==> src/rtl/therapy_pkg.sv <==
// Package for the therapy sequencer: phase encoding shared by the controller.
// Assumes nothing beyond a single clock domain.
package therapy_pkg;

    typedef enum logic [2:0] {
        PH_IDLE   = 3'd0,
        PH_CHARGE = 3'd1,
        PH_HOLD   = 3'd2,
        PH_SHOCK  = 3'd3,
        PH_DUMP   = 3'd4,
        PH_BTEST  = 3'd5
    } phase_t;

    localparam int unsigned NUM_KEYS = 2;
    localparam int unsigned KEY_CHG  = 0;
    localparam int unsigned KEY_SHK  = 1;

endpackage

==> src/rtl/key_filter.sv <==
// Key conditioner: two-flop synchroniser followed by a tick-based debounce.
// Assumes an active-low raw key and a one-cycle tick strobe; pressed_o is active high.
module key_filter #(
    parameter int unsigned DEB_TICKS = 3
) (
    input  logic clk,
    input  logic rst_n,
    input  logic tick_i,
    input  logic raw_n_i,
    output logic pressed_o
);
    localparam int unsigned CW = $clog2(DEB_TICKS + 1);

    logic [1:0]    sync_q;
    logic          stable_q;
    logic [CW-1:0] cnt_q;

    // Bring the raw key into the clock domain.
    always_ff @(posedge clk) begin
        if (!rst_n) sync_q <= 2'b11;
        else        sync_q <= {sync_q[0], raw_n_i};
    end

    // Accept a new level after DEB_TICKS consecutive differing ticks.
    always_ff @(posedge clk) begin
        if (!rst_n) begin
            stable_q <= 1'b1;
            cnt_q    <= '0;
        end else if (sync_q[1] == stable_q) begin
            cnt_q <= '0;
        end else if (tick_i) begin
            if (cnt_q == CW'(DEB_TICKS - 1)) begin
                stable_q <= sync_q[1];
                cnt_q    <= '0;
            end else begin
                cnt_q <= cnt_q + 1'b1;
            end
        end
    end

    assign pressed_o = ~stable_q;


    stable_on_tick_chk: assert property (@(posedge clk) disable iff (!rst_n)
        (stable_q != $past(stable_q)) |-> ($past(tick_i) && stable_q == $past(sync_q[1])));


    deb_no_overflow_chk: assert property (@(posedge clk) disable iff (!rst_n)
        cnt_q < CW'(DEB_TICKS));
endmodule

==> src/rtl/phase_timer.sv <==
// Phase timer: counts ticks since the last clear and flags the LIMIT-th tick.
// Assumes clear_i is raised on every phase change; done_o is combinational.
module phase_timer #(
    parameter int unsigned LIMIT = 10
) (
    input  logic clk,
    input  logic rst_n,
    input  logic clear_i,
    input  logic tick_i,
    output logic done_o
);
    localparam int unsigned CW = $clog2(LIMIT + 1);

    logic [CW-1:0] cnt_q;

    assign done_o = tick_i && (cnt_q == CW'(LIMIT - 1));

    // Count ticks, restarting on clear or on expiry.
    always_ff @(posedge clk) begin
        if (!rst_n || clear_i) cnt_q <= '0;
        else if (done_o)       cnt_q <= '0;
        else if (tick_i)       cnt_q <= cnt_q + 1'b1;
    end


    tmr_no_overflow_chk: assert property (@(posedge clk) disable iff (!rst_n)
        cnt_q < CW'(LIMIT));
endmodule

==> src/rtl/therapy_seq.sv <==
// Therapy sequencer top: idle -> charge -> hold -> shock -> idle, with a hold
// timeout dump tail, fault/impedance abort, synchronised-shock gating and a
// battery test phase. Assumes a one-cycle tick_i strobe and a synchronous
// active-low reset. Outputs are decoded from the registered phase.
module therapy_seq
    import therapy_pkg::*;
#(
    parameter int unsigned DEB_TICKS   = 3,
    parameter int unsigned HOLD_TICKS  = 2000,
    parameter int unsigned PULSE_TICKS = 10
) (
    input  logic clk,
    input  logic rst_n,
    input  logic tick_i,
    input  logic chg_key_n_i,
    input  logic shk_key_n_i,
    input  logic chg_done_i,
    input  logic imp_ok_i,
    input  logic qrs_n_i,
    input  logic sync_mode_i,
    input  logic fault_i,
    input  logic btest_req_i,
    output logic gen_en_o,
    output logic dump_o,
    output logic load_o,
    output logic pdu_en_o,
    output logic relay_o,
    output logic ready_o,
    output logic sync_o
);
    logic [NUM_KEYS-1:0] raw_n, pressed;
    logic [1:0]          qrs_q;
    logic                qrs_act;
    logic                sync_q;
    logic                abort, fire;
    logic                hold_done, pulse_done, phase_chg;
    phase_t              state_q, state_d;

    assign raw_n[KEY_CHG] = chg_key_n_i;
    assign raw_n[KEY_SHK] = shk_key_n_i;

    // One conditioner per key.
    for (genvar k = 0; k < NUM_KEYS; k++) begin : g_key
        key_filter #(.DEB_TICKS(DEB_TICKS)) u_key (
            .clk      (clk),
            .rst_n    (rst_n),
            .tick_i   (tick_i),
            .raw_n_i  (raw_n[k]),
            .pressed_o(pressed[k])
        );
    end

    // Synchronise the QRS trigger and register the mode level.
    always_ff @(posedge clk) begin
        if (!rst_n) begin
            qrs_q  <= 2'b11;
            sync_q <= 1'b0;
        end else begin
            qrs_q  <= {qrs_q[0], qrs_n_i};
            sync_q <= sync_mode_i;
        end
    end

    assign qrs_act = ~qrs_q[1];
    assign abort   = fault_i || !imp_ok_i;
    assign fire    = pressed[KEY_SHK] && (!sync_mode_i || qrs_act);

    // Next-phase selection.
    always_comb begin
        state_d = state_q;
        case (state_q)
            PH_IDLE: begin
                if (pressed[KEY_CHG] && !fault_i) state_d = PH_CHARGE;
                else if (btest_req_i)             state_d = PH_BTEST;
            end
            PH_CHARGE: begin
                if (abort)           state_d = PH_IDLE;
                else if (chg_done_i) state_d = PH_HOLD;
            end
            PH_HOLD: begin
                if (abort)          state_d = PH_IDLE;
                else if (hold_done) state_d = PH_DUMP;
                else if (fire)      state_d = PH_SHOCK;
            end
            PH_SHOCK: if (pulse_done) state_d = PH_IDLE;
            PH_DUMP:  if (tick_i)     state_d = PH_IDLE;
            PH_BTEST: if (!btest_req_i) state_d = PH_IDLE;
            default:  state_d = PH_IDLE;
        endcase
    end

    // Phase register.
    always_ff @(posedge clk) begin
        if (!rst_n) state_q <= PH_IDLE;
        else        state_q <= state_d;
    end

    assign phase_chg = (state_q != state_d);

    phase_timer #(.LIMIT(HOLD_TICKS)) u_hold_tmr (
        .clk(clk), .rst_n(rst_n), .clear_i(phase_chg || state_q != PH_HOLD),
        .tick_i(tick_i), .done_o(hold_done)
    );

    phase_timer #(.LIMIT(PULSE_TICKS)) u_pulse_tmr (
        .clk(clk), .rst_n(rst_n), .clear_i(phase_chg || state_q != PH_SHOCK),
        .tick_i(tick_i), .done_o(pulse_done)
    );

    // Per-phase output pattern.
    always_comb begin
        gen_en_o = state_q inside {PH_CHARGE, PH_HOLD, PH_SHOCK, PH_BTEST};
        dump_o   = state_q inside {PH_CHARGE, PH_HOLD, PH_SHOCK, PH_DUMP};
        load_o   = (state_q == PH_CHARGE);
        pdu_en_o = (state_q == PH_HOLD);
        ready_o  = (state_q == PH_HOLD);
        relay_o  = (state_q == PH_SHOCK);
    end

    assign sync_o = sync_q;


    load_needs_dump_chk: assert property (@(posedge clk) disable iff (!rst_n)
        load_o |-> (dump_o && gen_en_o && !ready_o));


    load_fall_chk: assert property (@(posedge clk) disable iff (!rst_n)
        $fell(load_o) |-> (ready_o || !dump_o));


    shock_from_hold_chk: assert property (@(posedge clk) disable iff (!rst_n)
        $rose(relay_o) |-> $past(ready_o));


    shock_blocked_chk: assert property (@(posedge clk) disable iff (!rst_n)
        $rose(relay_o) |-> ($past(!fault_i) && $past(imp_ok_i)));


    sync_gate_chk: assert property (@(posedge clk) disable iff (!rst_n)
        ($rose(relay_o) && $past(sync_mode_i)) |-> $past(qrs_act));


    btest_no_dump_chk: assert property (@(posedge clk) disable iff (!rst_n)
        (gen_en_o && !dump_o) |-> (!ready_o && !relay_o && !load_o));
endmodule

==> config.mk <==
export PLATFORM = sky130hd
export DESIGN_NAME = therapy_seq
export DESIGN_NICKNAME = d
export VERILOG_FILES = /design/src/rtl/therapy_pkg.sv /design/src/rtl/key_filter.sv /design/src/rtl/phase_timer.sv /design/src/rtl/therapy_seq.sv
export SDC_FILE = /design/constraint.sdc
export NUM_CORES = 1
export LEC_CHECK = 0
export BUFFER_PORTS_ARGS = -buffer_cell sky130_fd_sc_hd__buf_2
export CORE_MARGIN = 2
export CORE_UTILIZATION = 35
export CTS_BUF_LIST = sky130_fd_sc_hd__clkbuf_2
export CTS_CLUSTER_SIZE = 28
export DETAILED_ROUTE_END_ITERATION = 8
export PLACE_DENSITY = 0.55
export SYNTH_ARGS = -nofsm -noshare
export SYNTH_HDL_FRONTEND = slang
export SYNTH_SLANG_ARGS = --single-unit
==> constraint.sdc <==
create_clock -name clk -period 2.14 [get_ports clk]
set_input_delay 0.214 -clock clk [delete_from_list [all_inputs] [get_ports clk]]
set_output_delay 0.214 -clock clk [all_outputs]
set_load 0.01 [all_outputs]
## Word-level counts from Yosys, hierarchy flattened

Index checks and enable logic that the tools add are counted.

| word-level totals | value |
|---|---|
| register bits | 31 |
| logic and storage cells | 71 |
| bits of input ports | 11 |
| output and inout port bits | 7 |

| cells by class | value |
|---|---|
| reduce and logical (&&, ||, !) cells | 23 |
| eq/ne operators | 14 |
| mux-type cells | 13 |
| bitwise gates (word level) | 6 |
| add/subtract/negate cells | 4 |

Operator list:

| operator | count |
|---|---|
| 2-to-1 mux 3 bit | 10 |
| case mux 3 bit (6 select lines) | 1 |
| adder 11 x 1 -> 11 bit (second input constant) | 1 |
| == test 11 bit (second input constant) | 1 |
| nonzero test 4 bit | 2 |
| OR reduction 2 bit | 4 |
| == test 3 x 2 -> 1 bit (second input constant) | 2 |
| == test 3 bit (second input constant) | 2 |
| logical OR 1 bit | 6 |
| inequality test 3 x 2 -> 1 bit (second input constant) | 2 |
| NOT 1 bit | 6 |
| AND reduction 3 bit | 2 |
| adder 2 x 1 -> 2 bit (second input constant) | 2 |
| adder 4 x 1 -> 4 bit (second input constant) | 1 |
| == test 2 bit (second input constant) | 2 |
| == test 4 bit (second input constant) | 1 |
| logical AND 1 bit | 4 |
| logical NOT 1 bit | 4 |
| 2-to-1 mux 2 bit | 2 |
| == test 3 x 1 -> 1 bit (second input constant) | 1 |
| logical NOT 3 bit | 1 |
| inequality test 3 bit | 1 |
| == test 1 bit | 2 |

## Depth between registers and ports, before layout

Gate-level depths: netlist (run 1).

| logic depth | value |
|---|---|
| depth after elaboration | 11 |
| depth in mapped cells | 6 |

## Hierarchy

A second synthesis (run 1) with hierarchy kept.

| unflattened totals | value |
|---|---|
| cells, all modules | 158 |
| area, all modules | 1,502.7 µm² |

By module, submodules not included:

| module | area an instance (µm²) | times used | cells an instance |
|---|---|---|---|
| phase_timer (u_hold_tmr) | 514.2 | 1 | 57 |
| key_filter | 202.7 | 2 | 19 |
| therapy_seq | 385.4 | 1 | 44 |
| phase_timer (u_pulse_tmr) | 197.7 | 1 | 19 |

## Worst setup path after synthesis (run 1)

Ideal clock, no wire load.

| timing | value |
|---|---|
| path type | reg-to-reg |
| start point | register u_hold_tmr.cnt_q[0] |
| end point | register state_q[2] |
| setup slack | 0.547 ns |
| arrival | 1.523 ns |
| stages on the path, launching flop included | 6 |
| path buffers | 0 |
| data required time | 2.070 ns |
| cell sequence | dfxtp_1 ha_1 nand4_1 or4_4 or3_1 a21oi_1 |

| between the ends | value |
|---|---|
| cells in the longest elaborated chain, start to end | 5 |

RTL lines:

| item | line | RTL |
|---|---|---|
| start, declared | phase_timer.sv:14 | `logic [CW-1:0] cnt_q;` |
| start signal, assigned | phase_timer.sv:22 | `else if (tick_i) cnt_q <= cnt_q + 1'b1;` |
| == test 11 bit | phase_timer.sv:16 | `assign done_o = tick_i && (cnt_q == CW'(LIMIT - 1));` |
| logical AND 1 bit | phase_timer.sv:16 |  |
| 2-to-1 mux 3 bit | therapy_seq.sv:82 | `else if (hold_done) state_d = PH_DUMP;` |
| 2-to-1 mux 3 bit | therapy_seq.sv:81 | `if (abort) state_d = PH_IDLE;` |
| case mux 3 bit (6 select lines) | therapy_seq.sv:71 | `case (state_q)` |
| end signal, assigned | therapy_seq.sv:95 | `else state_q <= state_d;` |
| end, declared | therapy_seq.sv:37 | `phase_t state_q, state_d;` |

No other way between the ends.
A chain may end at the register's enable or synchronous reset.

## Worst setup path after layout (run 1)

| timing | value |
|---|---|
| start point | register state_q[2] |
| end point | register u_hold_tmr.cnt_q[1] |

| between the ends | value |
|---|---|
| cells in the longest elaborated chain, start to end | 8 |

RTL lines:

| item | line | RTL |
|---|---|---|
| 2-to-1 mux 3 bit | therapy_seq.sv:83 | `else if (fire) state_d = PH_SHOCK;` |
| 2-to-1 mux 3 bit | therapy_seq.sv:82 |  |
| 2-to-1 mux 3 bit | therapy_seq.sv:81 |  |
| case mux 3 bit (6 select lines) | therapy_seq.sv:71 |  |
| inequality test 3 bit | therapy_seq.sv:98 | `assign phase_chg = (state_q != state_d);` |
| logical OR 1 bit * | therapy_seq.sv:101 | `.clk(clk), .rst_n(rst_n), .clear_i(phase_chg \|\| state_q != PH_HOLD),` |
| logical OR 1 bit * | phase_timer.sv:20 | `if (!rst_n \|\| clear_i) cnt_q <= '0;` |
| OR reduction 2 bit (no line) * | -- |  |

Mark *: on every way between the ends. The rest lies on a longest branch, timed or not.

==> flow_metrics.py, run 1 <==
metrics = {
    "timing": {
        "period_share_pct": 86.60,
        "worstMarginPinSlew_ns": 0.6088,
        "whs_ns": 0.03559,
        "hold_viol_final": 0,
        "slew_violations": 0,
        "setup_viol": 0,
        "fin_crit_ns": 1.853,
        "setup-tns-final_ns": 0,
        "slew_headroom_pct": 58.90,
        "rsz0062_at_grt": "no",
        "clock-skew-final_ns": 0.02773,
        "fmax_mhz": 539.6,
    },
    "route": {
        "avgRoutedWirePerCell_um": 11.42,
        "dr.pass1.iters": 4,
        "totalWireLength_um": 2684,
        "via_per_inst": 4.868,
        "ant_nets": 0,
        "vias": 1144,
        "initialDrtViolationCount": 86,
        "drc": 0,
    },
    "job": {
        "maxCapViolations": 0,
    },
    "die": {
        "die-area_um2": 4560,
        "initial_utilization_pct": 35.83,
        "ios": 18,
        "row_count": 23,
        "die_w_um": 67.53,
        "die_y_um": 67.53,
        "core_region_area_um2": 3943,
    },
    "finish": {
        "layout_common_cells": "31 x dfxtp_1, 23 x nor2_1, 19 x nand2_1, 17 x buf_2, 9 x xnor2_1",
        "utilization_pct": 40.15,
        "final_layout_size_suffix_gt1_share_pct": 16.22,
        "num_antenna_cells": 0,
        "area_growth_pct": 12.05,
        "final_common_cell": "dfxtp_1",
        "final_area_um2": 1583,
        "final_cells": 235,
        "finish.net_count": 198,
    },
    "clocking": {
        "clk_latency_ns": 0.36,
        "cts_buffers": 5,
        "htreeDepth": 2,
        "ctsHoldBuffers": 0,
        "post_cts_resized": 0,
        "numClockSinks": 31,
        "cts_root_buffer": "clkbuf_2",
        "path_clk_slew_ns": 0.16,
        "post_cts_buffers": 0,
        "clockBufferDepth": 2,
        "cts_tree": "built",
    },
    "power": {
        "switchingPower_w": 0.0002396,
        "seqPwrFrac_pct": 62.8,
        "leakagePower_nw": 0.5843,
        "ir_worst_vdd_mv": 0.1923,
        "power_density_nw_per_um2": 600.0,
        "combPwrFrac_pct": 9.8,
        "intPower_w": 0.0007100,
        "switching_share_pct": 25.23,
        "clockPowerShare_pct": 27.5,
    },
    "grt": {
        "grt_overflow_total": 0,
        "grt_pass1_vias": 1113,
        "grt_pass1_wl_um": 4712,
        "grt_max_degree": 15,
        "antenna_found_initial": 0,
        "grt_usage_pct": 14.15,
    },
    "placed_design": {
        "hpwl_um": 2021,
        "gp_congestion": 0.7691,
        "numPortBuffers": 17,
        "placed_area_um2": 1545,
        "dp.cells": 227,
    },
    "yosys": {
        "synth-async-reset-ratio_pct": 0,
        "synth_seq_cells": 31,
        "synth_edf_count": 0,
        "synth_top_area_cell": "dfxtp_1",
        "yosys.area.top_type_share_pct": 43.93,
        "syn_nets": 178,
        "ys.flop_type": "dfxtp_1",
        "avgSynthCellArea_um2": 8.613,
        "synth_top_cells_by_area": "dfxtp_1 44%, nor2_1 6.1%, xnor2_1 5.6%, nand2_1 5.0%, xor2_1 4.3%",
        "yosysSeqAreaShare_pct": 43.93,
        "synthesis.area_um2": 1413,
        "syn_inst": 164,
        "synth_warnings": 0,
        "synth_cell_types": 35,
    },
    "hold_path": {
        "hold-path-cell-count": 2,
        "min_path_type": "input port to flip-flop",
    },
    "setup_path": {
        "start_kind": "flip-flop",
        "path_max_fanout": 7,
        "crit_type": "flip-flop to flip-flop",
        "rr_endpoint": "u_hold_tmr.cnt_q[1]",
        "endpoint": "u_hold_tmr.cnt_q[1]",
        "endpoint_kind": "flip-flop",
        "required_ns": 2.42,
        "r2r-start": "state_q[2]",
        "worstPathArrival_ns": 2.13,
        "ff2ff_setup_slack_ns": 0.29,
        "reg2reg_depth": 5,
        "crit_start": "state_q[2]",
    },
    "run_status": {
        "status": "finished, final reports clean",
    },
}
==> final cells by class <==
type / instances / area (um2)
clock inverters: 2 / 7.507
repair buffers: 20 / 107.6
clock buffers: 6 / 30.03
multi-input cells: 121 / 735.7
inverters: 5 / 18.77
fillers: 396 / 2360
well taps: 50 / 62.56
flip-flops and latches: 31 / 620.6
==> sequential cells by signal, indices dropped and copies added, names as in the netlist <==
signal and flops:
u_hold_tmr.cnt_q 11, u_pulse_tmr.cnt_q 4, qrs_q 2, state_q 3, sync_o 1, g_key.u_key.cnt_q 4, g_key.u_key.sync_q 4, g_key.u_key.stable_q 2
==> how the worst min path moves through the flow <==
| stage | to | from | slack (ns) |
|---|---|---|---|
| after floorplan | g_key[0].u_key.sync_q[1] | rst_n | 0.29 |
| after global placement | g_key[0].u_key.sync_q[1] | g_key[0].u_key.sync_q[0] | 0.39 |
| after detailed placement | g_key[1].u_key.sync_q[1] | g_key[1].u_key.sync_q[0] | 0.40 |
| after CTS | g_key[0].u_key.sync_q[0] | chg_key_n_i | 0.01 |
| after global routing | g_key[0].u_key.sync_q[0] | chg_key_n_i | 0.004 |
| final | g_key[0].u_key.sync_q[0] | chg_key_n_i | 0.04 |
==> critical path, cell delays in order, from the launching register on <==
cell and delay [ns]:
dfxtp_1 0.34, or3b_2 0.53, nor3_1 0.20, nand4_1 0.32
buf_4 0.27, nor2_1 0.10
==> logic make-up after synthesis <==
kind of cell             count (synthesis)  synth area share (%)
AO/OA/AOI/OAI                           21                 9.567
XOR/XNOR                                16                 9.921
adder cells (fa/ha/maj)                  3                 2.658
buffers and inverters                   12                 3.986
flip-flops                              31                 43.93
multiplexers                             1                0.7086
AND/OR/NAND/NOR                         80                 29.23
==> Yosys cell counts (all sizes together) (2+ instances only) <==
cell type / count
dfxtp: 31
nand2: 19
a21oi: 7
ha: 3
xor2: 7
nor3: 8
inv: 5
xnor2: 9
clkbuf: 4
o311ai: 3
or3: 2
nand2b: 9
buf: 3
nand3b: 3
nor2: 23
nand4: 6
nor2b: 2
o21ai: 4
==> per-stage QoR <==
stage | total power (W) | setup WS [ns]
after floorplan | 0.0006694 | 0.5473
after global placement | 0.0007000 | 0.3828
after detailed placement | 0.0007027 | 0.3064
after CTS | 0.0009696 | 0.2747
after global routing | 0.001007 | 0.07789
final | 0.0009496 | 0.2867
==> routing by layer <==
layer,track usage [%],share of wire [%]
met5,0,0
met4,7.653,2.1
met2,23.53,49
met1,15.69,44
met3,5.000,4.9
==> power by group through the flow <==
stage	logic (W)	registers (W)	clock network [W]
6_report	0.0000927	0.000596	0.000261
2_1_floorplan	0.0000620	0.000607	0
3_5_place_dp	0.0000938	0.000609	0
5_1_grt	0.000103	0.000599	0.000304
4_1_cts	0.0000939	0.000596	0.000279
3_3_place_gp	0.0000916	0.000608	0
No activity file was read; power rests on OpenSTA's default activity.
==> inputs of run 2 (changes only) <==
--- a/config.mk
+++ b/config.mk
@@ -11,7 +11,9 @@
 export CTS_BUF_LIST = sky130_fd_sc_hd__clkbuf_2
 export CTS_CLUSTER_SIZE = 28
 export DETAILED_ROUTE_END_ITERATION = 8
+export HOLD_SLACK_MARGIN = 0.12
 export PLACE_DENSITY = 0.55
 export SYNTH_ARGS = -nofsm -noshare
 export SYNTH_HDL_FRONTEND = slang
+export SYNTH_HIERARCHICAL = 1
 export SYNTH_SLANG_ARGS = --single-unit
==> flow_metrics.py, run 2 <==
metrics = {
    "yosys": {
        "ys.flop_type": "dfxtp_1",
        "synth_cell_types": 43,
        "avgSynthCellArea_um2": 9.511,
        "synth_edf_count": 0,
        "syn_nets": 172,
        "syn_inst": 158,
        "yosysMostFrequentCell": "dfxtp_1",
        "yosysSeqAreaShare_pct": 41.30,
        "synthesis.area_um2": 1503,
        "synth_warnings": 6,
        "synth_seq_cells": 31,
        "netlist_top_cells_count": "31 x dfxtp_1, 11 x nor2_1, 10 x nand2b_1",
        "yosys.area.top_type_share_pct": 41.30,
        "synth_top_cells_by_area": "dfxtp_1 41%, nand2b_1 4.2%, nand4_1 2.9%, xor2_1 2.9%, nor2_1 2.7%",
        "synth_top_area_cell": "dfxtp_1",
        "synth-async-reset-ratio_pct": 0,
    },
    "grt": {
        "grt_usage_pct": 13.41,
        "grt_pass1_vias": 1210,
        "grt_overflow_total": 0,
        "grt_max_degree": 16,
        "grt_pass1_wl_um": 5188,
        "antenna_found_initial": 0,
    },
    "power": {
        "leakagePower_nw": 0.6379,
        "ir_worst_vdd_mv": 0.1516,
        "power_density_nw_per_um2": 551.5,
    },
    "timing": {
        "slew_headroom_pct": 64.61,
        "rsz0062_at_grt": "no",
        "setup_viol": 0,
        "setup-tns-final_ns": 0,
        "period_share_pct": 90.24,
        "fmax_mhz": 517.9,
        "whs_ns": 0.1716,
        "fin_crit_ns": 1.931,
        "clock-skew-final_ns": 0.01733,
        "worstMarginPinSlew_ns": 0.5296,
        "hold_viol_final": 0,
        "slew_violations": 0,
    },
    "clocking": {
        "numClockSinks": 31,
        "cts_buffers": 5,
        "path_clk_slew_ns": 0.15,
        "cts_root_buffer": "clkbuf_2",
        "clk_latency_ns": 0.37,
        "htreeDepth": 2,
        "post_cts_buffers": 0,
        "cts_tree": "built",
        "clockBufferDepth": 2,
    },
    "finish": {
        "area_growth_pct": 14.57,
        "layout_common_cells": "31 x dfxtp_1, 17 x buf_2, 11 x nor2_1, 10 x nand2b_1, 9 x nand2_1",
        "top_register": "u_hold_tmr/cnt_q",
        "final_cells": 233,
        "largest_reg_flops": 11,
        "final_common_cell": "dfxtp_1",
        "fillers": 423,
        "final_layout_size_suffix_gt1_share_pct": 20.22,
        "utilization_pct": 42.43,
        "finish.net_count": 197,
        "final_area_um2": 1722,
        "num_antenna_cells": 0,
    },
    "setup_path": {
        "start_kind": "flip-flop",
        "cp_slowest_cell": "dfxtp_1",
        "path_max_fanout": 11,
        "crit_type": "flip-flop to flip-flop",
        "worstPathArrival_ns": 2.23,
        "slowest_delay_ns": 0.38,
        "required_ns": 2.44,
        "endpoint_kind": "flip-flop",
        "path_cells": "ha_1 > nand4_1 > nor3_2 > nor3b_2 > nand2_1 > a21o_1 > inv_1 > o311ai_4 > a21oi_1",
    },
    "placed_design": {
        "hpwl_um": 2226,
        "placed_area_um2": 1608,
        "numPortBuffers": 17,
        "gp_congestion": 0.7605,
        "dp.cells": 220,
    },
    "die": {
        "ios": 18,
        "die-area_um2": 4834,
        "die_w_um": 69.53,
        "die_y_um": 69.53,
        "initial_utilization_pct": 37.03,
        "core_region_area_um2": 4058,
        "row_count": 23,
    },
    "hold_path": {
        "min_path_type": "input port to flip-flop",
    },
    "route": {
        "ant_nets": 0,
        "drc": 0,
        "dr.pass1.iters": 4,
        "totalWireLength_um": 3018,
        "initialDrtViolationCount": 64,
        "via_per_inst": 5.210,
        "avgRoutedWirePerCell_um": 12.95,
        "vias": 1214,
    },
    "run_status": {
        "status": "finished, final reports clean",
    },
    "job": {
        "maxCapViolations": 0,
    },
}
run 2: where the power goes:
group / internal, W / leakage (nW) / total (W) / switching (W)
Sequential: 0.000588 / 0.252 / 0.000599 / 0.0000113
Combinational: 0.0000424 / 0.360 / 0.0000836 / 0.0000412
Clock: 0.0000690 / 0.0262 / 0.000266 / 0.000197
Total: 0.000699 / 0.638 / 0.000949 / 0.000250
run 2: timing repair:
| action | in CTS | in global routing |
|---|---|---|
| setup endpoints to repair | 0 | 11 |
| endpoints found under the hold margin | 6 | 0 |
| resized for setup | 0 | 3 |
| hold buffers | 6 | 0 |
run 2: worst paths after layout:
kind / start / end / slack [ns] / cells past startpoint
worst max-delay path: u_hold_tmr/cnt_q[0] / u_hold_tmr/cnt_q[8] / 0.21 / 9
worst min-delay path: rst_n / g_key[1].u_key/sync_q[0] / 0.17 / 2
worst max register to register: u_hold_tmr/cnt_q[0] / u_hold_tmr/cnt_q[8] / 0.21 / 9
worst min register to register: g_key[0].u_key/sync_q[0] / g_key[0].u_key/sync_q[1] / 0.43 / 1
run 2: logic make-up (layout without fill, tap and decap cells):
kind of cell	after synthesis	in the layout	synth area share, %
simple gates	71	71	30.31
buf+inv	14	39	5.328
fa+ha+maj	3	3	2.498
mux	2	2	1.332
flops	31	31	41.30
xor+xnor	9	9	5.245
compound gates	28	28	13.99
run 2: routing by layer:
| metal | vias up | track usage [%] | part of all wire, % |
|---|---|---|---|
| met5 | - | 0 | 0 |
| met4 | 0 | 5.882 | 1.8 |
| met3 | 6 | 5.087 | 4.3 |
| met2 | 20 | 23.08 | 48 |
| met1 | 573 | 14.62 | 45 |
| li1 | 615 | - | - |
run 2: cell type report:
type | instances | area, um2 | area share [%]
clock buffer | 5 | 25.02 | 1.453
multi-input combinational | 113 | 822.0 | 47.75
timing repair buffer | 24 | 152.6 | 8.866
inverter | 8 | 30.03 | 1.744
clock inverter | 2 | 8.758 | 0.5087
sequential | 31 | 620.6 | 36.05
tap | 50 | 62.56 | 3.634
run 2: worst max-delay path, delay by kind of cell (launching register included):
kind	cells	cell delay [ns]
buffers and inverters	1	0.09
AND/OR/NAND/NOR	4	0.62
flip-flops	1	0.38
AO/OA/AOI/OAI	3	0.54
adder cells (fa/ha/maj)	1	0.25
run 2: metrics by stage:
step | total power (W) | worst slack, ns
global placement | 0.0006838 | 0.2432
floorplan | 0.0006573 | 0.3705
global route | 0.001007 | 0.02959
finish | 0.0009495 | 0.2089
detailed placement | 0.0006875 | 0.1286
CTS | 0.0009648 | 0.09276
==> inputs of run 3 (changes only) <==
--- a/config.mk
+++ b/config.mk
@@ -15,5 +15,4 @@
 export PLACE_DENSITY = 0.55
 export SYNTH_ARGS = -nofsm -noshare
 export SYNTH_HDL_FRONTEND = slang
-export SYNTH_HIERARCHICAL = 1
 export SYNTH_SLANG_ARGS = --single-unit
==> flow_metrics.py, run 3 (synthesis gave the netlist of run 1 again) <==
metrics = {
    "run_status": {
        "status": "finished, final reports clean",
    },
    "timing": {
        "slew_headroom_pct": 58.48,
        "worstMarginPinSlew_ns": 0.6150,
        "fin_crit_ns": 1.858,
        "rsz0062_at_grt": "no",
        "clock-skew-final_ns": 0.03159,
        "setup_viol": 0,
        "hold_viol_final": 0,
        "slew_violations": 0,
        "period_share_pct": 86.82,
        "fmax_mhz": 538.2,
        "fin_ws_ns": 0.2820,
        "setup-tns-final_ns": 0,
    },
    "setup_path": {
        "worstPathArrival_ns": 2.13,
        "endpoint_kind": "flip-flop",
        "path_max_fanout": 7,
        "required_ns": 2.42,
        "start_kind": "flip-flop",
        "reg2reg_depth": 5,
        "crit_type": "flip-flop to flip-flop",
    },
    "placed_design": {
        "dp_slack_ns": 0.3064,
        "numPortBuffers": 17,
        "hpwl_um": 2021,
        "gp_congestion": 0.7691,
        "dp.cells": 227,
    },
    "clocking": {
        "numClockSinks": 31,
        "cts_root_buffer": "clkbuf_2",
        "clk_latency_ns": 0.36,
        "cts_buffers": 5,
        "path_clk_slew_ns": 0.17,
        "cts_tree": "built",
        "htreeDepth": 2,
        "clockBufferDepth": 2,
    },
    "power": {
        "ir_worst_vdd_mv": 0.1923,
        "power_density_nw_per_um2": 589.9,
        "leakagePower_nw": 0.6010,
    },
    "route": {
        "totalWireLength_um": 2739,
        "avgRoutedWirePerCell_um": 11.46,
        "via_per_inst": 4.828,
        "dr.pass1.iters": 4,
        "vias": 1154,
        "ant_nets": 0,
        "drc": 0,
        "initialDrtViolationCount": 65,
    },
    "grt": {
        "grt_max_degree": 15,
        "grt_pass1_wl_um": 4761,
        "grt_usage_pct": 14.29,
        "antenna_found_initial": 0,
        "grt_overflow_total": 0,
        "grt_pass1_vias": 1127,
    },
    "die": {
        "initial_utilization_pct": 35.83,
        "die_y_um": 67.53,
        "core_region_area_um2": 3943,
        "ios": 18,
        "die_w_um": 67.53,
        "die-area_um2": 4560,
        "row_count": 23,
    },
    "hold_path": {
        "min_path_type": "input port to flip-flop",
        "hold-path-cell-count": 2,
    },
    "job": {
        "maxCapViolations": 0,
    },
    "finish": {
        "final_common_cell": "dfxtp_1",
        "num_antenna_cells": 0,
        "top_register": "u_hold_tmr.cnt_q",
        "area_growth_pct": 14.88,
        "final_layout_size_suffix_gt1_share_pct": 15.87,
        "finish.net_count": 202,
        "multi_input_area_um2": 735.7,
        "fillers": 396,
        "register_area_um2": 620.6,
        "final_cells": 239,
        "largest_reg_flops": 11,
        "layout_common_cells": "31 x dfxtp_1, 23 x nor2_1, 19 x nand2_1, 17 x buf_2, 9 x xnor2_1",
    },
}
[run 3: cell count changes in the layout (fill, tap and decap cells not counted), sizes merged, moves of 3 or more]
| cell | change |
|---|---|
| xnor2 | +5 |
| nor3b | -4 |
| inv | -3 |
| nor2 | +12 |
| nor3 | +6 |
| or3b | -3 |
| a211oi | -4 |
| nand2 | +10 |
[run 3: final cells by class]
type,instances,share of cell area (%)
multi-input combinational,121,45.34
sequential,31,38.24
timing repair buffer,24,9.098
tap,50,3.855
clock buffer,6,1.850
inverter,5,1.157
clock inverter,2,0.4626
[run 3: what timing repair did]
item,CTS,global route
endpoints found under the hold margin,4,0
setup buffers,0,0
hold buffers,4,0
resized for setup,0,0
[run 3: metal layers]
layer	up-vias	global-route usage, %	part of all wire, %
met5	-	0	0
met4	0	7.653	2.0
met3	5	5.000	4.6
met2	20	23.77	48
met1	528	15.90	45
li1	601	-	-
[run 3: final timing paths]
check,slack (ns),from,to
setup / recovery,0.28,state_q[2],u_hold_tmr.cnt_q[1]
hold / removal,0.16,rst_n,g_key[0].u_key.sync_q[1]
setup reg to reg,0.28,state_q[2],u_hold_tmr.cnt_q[1]
hold reg to reg,0.43,qrs_q[0],qrs_q[1]
[run 3: worst max-delay path, cell delays in order, from the launching register on]
cell and delay [ns]:
dfxtp_1 0.35, or3b_2 0.53, nor3_1 0.20, nand4_1 0.32, buf_4 0.27, nor2_1 0.10
[run 3: power by group]
group / total, W / switching, W / internal [W] / leakage (nW)
clock: 0.000262 / 0.000184 / 0.0000787 / 0.0281
sequential: 0.000596 / 0.00000782 / 0.000589 / 0.252
combinational: 0.0000988 / 0.0000512 / 0.0000475 / 0.321
total: 0.000957 / 0.000243 / 0.000715 / 0.601
[run 3: per-stage QoR]
stage	hold slack, ns	total power (W)	util, %	instance area [um2]
6_report	0.1577	0.0009574	41.16	1623
5_1_grt	0.1367	0.001013	41.16	1623
4_1_cts	0.1292	0.0009752	41.16	1623
3_5_place_dp	0.4012	0.0007027	39.19	1545
3_3_place_gp	0.3896	0.0007000	39.19	1545
2_1_floorplan	0.2870	0.0006694	-	1413
